### src/rtl/phy_acc_pkg.sv
package phy_acc_pkg;
  localparam int ADDR_W  = 4;
  localparam int DATA_W  = 8;
  localparam int TYPE_W  = 3;
  localparam int WORD_W  = 32;
  localparam int FRAME_W = 1 + TYPE_W + ADDR_W + DATA_W + 1;

  // bit positions in the host-visible word
  localparam int POS_DONE  = 31;
  localparam int POS_RADDR = 24;
  localparam int POS_RDATA = 16;
  localparam int POS_RDSTB = 15;
  localparam int POS_WRSTB = 14;
  localparam int POS_TADDR = 8;
  localparam int POS_WDATA = 0;

  typedef enum logic [TYPE_W-1:0] {
    REQ_REG_RD = 3'd4,
    REQ_REG_WR = 3'd5
  } req_kind_e;

  function automatic logic [FRAME_W-1:0] build_frame(
    input req_kind_e          kind,
    input logic [ADDR_W-1:0]  addr,
    input logic [DATA_W-1:0]  data
  );
    return {1'b1, kind, addr, data, 1'b0};
  endfunction
endpackage

### src/rtl/phy_acc_req_shifter.sv
module phy_acc_req_shifter #(
  parameter int FRAME_W = 17
) (
  input  logic               clk,
  input  logic               rst,
  input  logic               load,
  input  logic [FRAME_W-1:0] frame_i,
  output logic               lreq_o,
  output logic               active_o,
  output logic               sent_o
);
  localparam int CNT_W = $clog2(FRAME_W);

  logic [FRAME_W-1:0] sh;
  logic [CNT_W-1:0]   cnt;

  always_ff @(posedge clk) begin
    if (rst) begin
      active_o <= 1'b0;
      lreq_o   <= 1'b0;
      cnt      <= '0;
      sh       <= '0;
    end else if (load && !active_o) begin
      lreq_o   <= frame_i[FRAME_W-1];
      sh       <= frame_i << 1;
      cnt      <= CNT_W'(FRAME_W - 1);
      active_o <= 1'b1;
    end else if (active_o) begin
      if (cnt == '0) begin
        active_o <= 1'b0;
        lreq_o   <= 1'b0;
      end else begin
        lreq_o <= sh[FRAME_W-1];
        sh     <= sh << 1;
        cnt    <= cnt - 1'b1;
      end
    end
  end

  assign sent_o = active_o && (cnt == '0);

  // every request begins with a start bit of 1
  assert_start_bit_R3: assert property (@(posedge clk) disable iff (rst)
    $rose(active_o) |-> lreq_o);

  // the line returns low once the frame is complete
  assert_idle_after_R5: assert property (@(posedge clk) disable iff (rst)
    sent_o |=> !lreq_o);
endmodule

### src/rtl/phy_acc_rsp_capture.sv
module phy_acc_rsp_capture #(
  parameter int ADDR_W = 4,
  parameter int DATA_W = 8
) (
  input  logic              clk,
  input  logic              rst,
  input  logic              clr_done,
  input  logic              rsp_valid,
  input  logic [ADDR_W-1:0] rsp_addr,
  input  logic [DATA_W-1:0] rsp_data,
  input  logic              irq_clr,
  output logic              done_o,
  output logic [ADDR_W-1:0] raddr_o,
  output logic [DATA_W-1:0] rdata_o,
  output logic              irq_o
);
  // returned fields carry no reset
  always_ff @(posedge clk) begin
    if (rsp_valid) begin
      raddr_o <= rsp_addr;
      rdata_o <= rsp_data;
    end
  end

  always_ff @(posedge clk) begin
    if (rst) begin
      done_o <= 1'b0;
      irq_o  <= 1'b0;
    end else begin
      if (rsp_valid)     done_o <= 1'b1;
      else if (clr_done) done_o <= 1'b0;
      if (rsp_valid)     irq_o  <= 1'b1;
      else if (irq_clr)  irq_o  <= 1'b0;
    end
  end

  assert_capture_R7: assert property (@(posedge clk) disable iff (rst)
    rsp_valid |=> (done_o && raddr_o == $past(rsp_addr) && rdata_o == $past(rsp_data)));

  assert_irq_set_R8: assert property (@(posedge clk) disable iff (rst)
    rsp_valid |=> irq_o);

  assert_irq_hold_R8: assert property (@(posedge clk) disable iff (rst)
    (irq_o && !irq_clr) |=> irq_o);
endmodule

### src/rtl/phy_reg_access.sv
module phy_reg_access
  import phy_acc_pkg::*;
(
  input  logic                clk,
  input  logic                rst,
  input  logic                csr_wr,
  input  logic [WORD_W-1:0]   csr_wdata,
  output logic [WORD_W-1:0]   csr_rdata,
  output logic                lreq,
  input  logic                phy_rsp_valid,
  input  logic [ADDR_W-1:0]   phy_rsp_addr,
  input  logic [DATA_W-1:0]   phy_rsp_data,
  input  logic                irq_clr,
  output logic                irq_rcvd
);
  logic              rd_stb, wr_stb;
  logic [ADDR_W-1:0] tgt_addr;
  logic [DATA_W-1:0] tgt_data;
  logic              busy, accept, cmd_rd, cmd_wr, start;
  logic              sh_active, sh_sent;
  logic              done;
  logic [ADDR_W-1:0] ret_addr;
  logic [DATA_W-1:0] ret_data;
  logic [FRAME_W-1:0] frame;
  logic [ADDR_W-1:0] in_addr;
  logic [DATA_W-1:0] in_data;
  logic              unused_bits;

  assign busy    = rd_stb | wr_stb;
  assign accept  = csr_wr && !busy;
  assign cmd_rd  = csr_wdata[POS_RDSTB];
  assign cmd_wr  = csr_wdata[POS_WRSTB] && !csr_wdata[POS_RDSTB];
  assign start   = accept && (cmd_rd || cmd_wr);
  assign in_addr = csr_wdata[POS_TADDR +: ADDR_W];
  assign in_data = csr_wdata[POS_WDATA +: DATA_W];
  assign unused_bits = ^{csr_wdata[WORD_W-1:POS_RDSTB+1], csr_wdata[POS_WRSTB-1:POS_TADDR+ADDR_W]};

  always_ff @(posedge clk) begin
    if (rst) begin
      rd_stb <= 1'b0;
      wr_stb <= 1'b0;
    end else if (accept) begin
      rd_stb <= cmd_rd;
      wr_stb <= cmd_wr;
    end else if (sh_sent) begin
      rd_stb <= 1'b0;
      wr_stb <= 1'b0;
    end
  end

  always_ff @(posedge clk) begin
    if (accept) begin
      tgt_addr <= in_addr;
      tgt_data <= in_data;
    end
  end

  always_comb begin
    if (cmd_rd) frame = build_frame(REQ_REG_RD, in_addr, '0);
    else        frame = build_frame(REQ_REG_WR, in_addr, in_data);
  end

  phy_acc_req_shifter #(.FRAME_W(FRAME_W)) u_shift (
    .clk      (clk),
    .rst      (rst),
    .load     (start),
    .frame_i  (frame),
    .lreq_o   (lreq),
    .active_o (sh_active),
    .sent_o   (sh_sent)
  );

  phy_acc_rsp_capture #(.ADDR_W(ADDR_W), .DATA_W(DATA_W)) u_cap (
    .clk       (clk),
    .rst       (rst),
    .clr_done  (start),
    .rsp_valid (phy_rsp_valid),
    .rsp_addr  (phy_rsp_addr),
    .rsp_data  (phy_rsp_data),
    .irq_clr   (irq_clr),
    .done_o    (done),
    .raddr_o   (ret_addr),
    .rdata_o   (ret_data),
    .irq_o     (irq_rcvd)
  );

  always_comb begin
    csr_rdata = '0;
    csr_rdata[POS_DONE]               = done;
    csr_rdata[POS_RADDR +: ADDR_W]    = ret_addr;
    csr_rdata[POS_RDATA +: DATA_W]    = ret_data;
    csr_rdata[POS_RDSTB]              = rd_stb;
    csr_rdata[POS_WRSTB]              = wr_stb;
    csr_rdata[POS_TADDR +: ADDR_W]    = tgt_addr;
    csr_rdata[POS_WDATA +: DATA_W]    = tgt_data;
  end

  assert_strobe_excl_R9: assert property (@(posedge clk) disable iff (rst)
    !(rd_stb && wr_stb));

  assert_line_idle_R5: assert property (@(posedge clk) disable iff (rst)
    !busy |-> !lreq);

  assert_shift_tracks_R5: assert property (@(posedge clk) disable iff (rst)
    busy == sh_active);

  assert_done_clear_R6: assert property (@(posedge clk) disable iff (rst)
    (csr_wr && !busy && (csr_wdata[POS_RDSTB] || csr_wdata[POS_WRSTB]) && !phy_rsp_valid) |=> !done);

  assert_busy_hold_R10: assert property (@(posedge clk) disable iff (rst)
    (csr_wr && busy) |=> ($stable(tgt_addr) && $stable(tgt_data)));
endmodule

### config.mk
export PLATFORM = sky130hd
export DESIGN_NAME = phy_reg_access
export DESIGN_NICKNAME = d
export VERILOG_FILES = /design/src/rtl/phy_acc_pkg.sv /design/src/rtl/phy_acc_req_shifter.sv /design/src/rtl/phy_acc_rsp_capture.sv /design/src/rtl/phy_reg_access.sv
export SDC_FILE = /design/constraint.sdc
export NUM_CORES = 1
export LEC_CHECK = 0
export BUFFER_PORTS_ARGS = -buffer_cell sky130_fd_sc_hd__buf_2
export CAP_MARGIN = 20
export CORE_UTILIZATION = 51
export CTS_CLUSTER_SIZE = 8
export DETAILED_ROUTE_END_ITERATION = 7
export HOLD_SLACK_MARGIN = 0.15
export PLACE_DENSITY = 0.91
export SLEW_MARGIN = 5
export SYNTH_ARGS = -nofsm -noshare
export SYNTH_HDL_FRONTEND = slang
export SYNTH_SLANG_ARGS = --single-unit
### constraint.sdc
create_clock -name clk -period 3.4 [get_ports clk]
set_input_delay 0.34 -clock clk [delete_from_list [all_inputs] [get_ports clk]]
set_output_delay 0.34 -clock clk [all_outputs]
set_load 0.02 [all_outputs]
==> flow_metrics.py <==
metrics = {
    "die": {
        "chipHeight_um": 65.9,
        "dieArea_sq_mm": 0.00434,
        "initial_core_util": 0.548,
        "core_sq_mm": 0.00380,
        "rows": 22,
        "dieWidth_um": 65.9,
        "pin_count": 83,
    },
    "final_layout": {
        "post-route-util": 0.634,
        "nets": 275,
        "fillers": 305,
        "final_common_cell": "buf_2",
        "drive_gt1_frac": 0.332,
        "final_area_sq_mm": 0.00241,
        "layout_common_cells": "59 x buf_2, 26 x dfxtp_1, 24 x edfxtp_1, 19 x nand3_1, 12 x inv_1",
        "diodes": 0,
        "area_growth_syn_to_layout_pct": 15.8,
    },
    "clock_tree": {
        "cts_root_buf": "clkbuf_8",
        "insertion_delay_ns": 0.30,
        "hold_buffers": 0,
        "cts_buffers": 5,
        "cts_tree": "done",
        "clock-sinks": 50,
        "cts_resized": 0,
        "htree_levels": 2,
        "clockBufferDepth": 2,
        "post_cts_buffers": 0,
        "clk_pin_slew_ns": 0.09,
    },
    "pwr": {
        "peakVddDrop_mv": 0.267,
        "power.share.switching": 0.288,
        "p_int_uw": 903,
        "p_sw_uw": 365,
        "p_leak_uw": 0.000947,
        "pwr-share-clk": 0.262,
        "p_comb_frac": 0.177,
        "power.density_mw_per_mm2": 527,
        "pwr-share-seq": 0.561,
    },
    "routing": {
        "drcViolationCount": 0,
        "viasPerCell": 5.86,
        "drt_first_pass_iters": 4,
        "routed_wl_um": 4130,
        "num_vias": 1606,
        "wl_per_cell_um": 15.1,
        "drt_iter0_drc": 106,
        "ant_nets": 0,
    },
    "critical_path": {
        "required_ns": 3.57,
        "crit_cells": 3,
        "start_kind": "flip-flop",
        "crit_arrival_ns": 2.37,
        "slowest_stage": "dfxtp_1",
        "crit_buf_inv": 1,
        "r2r_start": "u_shift.active_o$_SDFF_PP0_",
        "crit_family": "flip-flops",
        "r2r_setup_slack_ns": 1.20,
        "crit_path_cell_trace": "clkinv_1 > o32ai_1 > a221oi_1",
        "cpPeakStageDelay_ns": 0.79,
        "cp_max_fo": 18,
        "r2r-end": "u_shift.sh[5]$_SDFFE_PP0P_",
        "r2r_cells": 3,
        "worstSetupEndpointType": "flip-flop",
        "path_class": "reg -> reg",
    },
    "synth": {
        "synth_area_leaders": "edfxtp_1 35%, dfxtp_1 25%, nand3_1 4.6%",
        "yosysWarnings": 0,
        "seq_area_frac_synth": 0.597,
        "synth_ff_type": "dfxtp_1",
        "synth_top_area_share": 0.346,
        "async_flop_share": 0,
        "avgSynthCellArea_sq_um": 12.0,
        "netlist_area_sq_mm": 0.00208,
        "syn_inst": 174,
        "ys_types": 37,
        "yosys.area.top_type": "edfxtp_1",
        "synth-seq-cells": 50,
        "synth_edf_count": 24,
    },
    "global_route": {
        "overflow": 0,
        "antenna_found_initial": 0,
        "grt_use_total": 0.198,
        "grt_pass1_wl_um": 6350,
        "grt_pass1_vias": 1417,
        "grt_max_degree": 23,
    },
    "sta": {
        "worst_pin_slew_ns": 0.872,
        "hold_viol_final": 0,
        "fin_setup_tns_ns": 0,
        "period_needed_ns": 2.20,
        "setup_viol": 0,
        "fmax_mhz": 454,
        "fin_skew_ns": 0.00601,
        "max_slew_margin": 0.416,
        "post-route-period-util": 0.648,
        "slew_violations": 0,
        "rsz0062_at_grt": "false",
    },
    "hold_path": {
        "whs_path_depth": 1,
        "hold_end": "u_cap.rdata_o[7]$_DFFE_PP_",
        "timing.hold.worst.start": "phy_rsp_data[7]",
        "worstHoldPathType": "in -> reg",
    },
    "place": {
        "io_buffers": 59,
        "dpl.hpwl_um": 2830,
        "gp_congestion": 0.764,
        "postPlaceCellArea_sq_mm": 0.00231,
    },
    "status": {
        "outcome": "finished clean",
    },
    "job": {
        "cap_violations": 0,
    },
}
-- sequential cells by signal, summed over array words and instances, names as in the netlist, 4 cells and up --
register,flops
tgt_addr,4
u_shift.sh,15
tgt_data,8
u_cap.raddr_o,4
u_shift.cnt,5
u_cap.rdata_o,8
-- power by group through the flow --
stage               logic (uW)  registers, uW  clock network [uW]
finish                     224            712                 332
floorplan                  146            748                   0
global placement           212            722                   0
detailed placement         219            725                   0
global route               241            718                 360
CTS                        221            712                 336
-- worst max-delay path by stage --
| stage | slack, ns | endpoint | startpoint |
|---|---|---|---|
| 2_1_floorplan | 1.35 | u_cap.done_o$_SDFFE_PP0P_ | rd_stb$_SDFFE_PP0P_ |
| 3_3_place_gp | 1.33 | u_shift.sh[9]$_SDFFE_PP0P_ | u_shift.active_o$_SDFF_PP0_ |
| 3_5_place_dp | 1.26 | u_shift.sh[5]$_SDFFE_PP0P_ | u_shift.active_o$_SDFF_PP0_ |
| 4_1_cts | 1.24 | u_shift.sh[5]$_SDFFE_PP0P_ | u_shift.active_o$_SDFF_PP0_ |
| 5_1_grt | 1.05 | u_shift.sh[5]$_SDFFE_PP0P_ | u_shift.active_o$_SDFF_PP0_ |
| 6_report | 1.20 | u_shift.sh[5]$_SDFFE_PP0P_ | u_shift.active_o$_SDFF_PP0_ |
-- layout make-up --
cell class | instances | area (sq um) | area share
Clock buffer | 5 | 68.8 | 0.0286
Clock inverter | 3 | 16.3 | 0.00675
Inverter | 13 | 48.8 | 0.0203
Multi-Input combinational cell | 95 | 667 | 0.277
Sequential cell | 50 | 1240 | 0.515
Tap cell | 48 | 60.1 | 0.0249
Timing Repair Buffer | 60 | 307 | 0.127
-- synth_stat cells (2+ instances only) --
cell,count
nor3_1,2
nand2_1,8
buf_6,5
nor2_1,3
inv_1,12
a221oi_1,8
nor4b_4,2
buf_4,8
o221ai_1,4
edfxtp_1,24
o32ai_1,8
or4b_4,2
a31oi_1,4
a21oi_1,10
dfxtp_1,26
clkbuf_1,5
o21ai_0,5
nand3_1,19
-- metal layers --
| layer | vias to the layer above | part of all wire | wire length (um) | global-route usage |
|---|---|---|---|---|
| met5 | - | 0 | 0 | 0 |
| met1 | 760 | 0.40 | 1640 | 0.225 |
| met4 | 0 | 0.027 | 113 | 0.111 |
| met3 | 14 | 0.071 | 295 | 0.0603 |
| met2 | 80 | 0.50 | 2080 | 0.327 |
| li1 | 752 | - | - | - |
-- cells by family after synthesis --
group,count (synthesis),share of synthesized area
flip-flops,50,0.597
AO/OA/AOI/OAI,47,0.174
other,1,0.00180
AND/OR/NAND/NOR,42,0.129
adder cells (fa/ha/maj),1,0.00601
buffers and inverters,33,0.0926
-- through the flow --
stage / instances / hold slack (ns) / setup slack [ns] / power [uW]
floorplan: 178 / 0.434 / 1.35 / 895
global placement: 265 / 0.451 / 1.33 / 934
detailed placement: 265 / 0.447 / 1.26 / 944
CTS: 273 / 0.206 / 1.24 / 1270
global route: 274 / 0.189 / 1.05 / 1320
finish: 274 / 0.205 / 1.20 / 1270
Power figures use the tool's default switching activity.
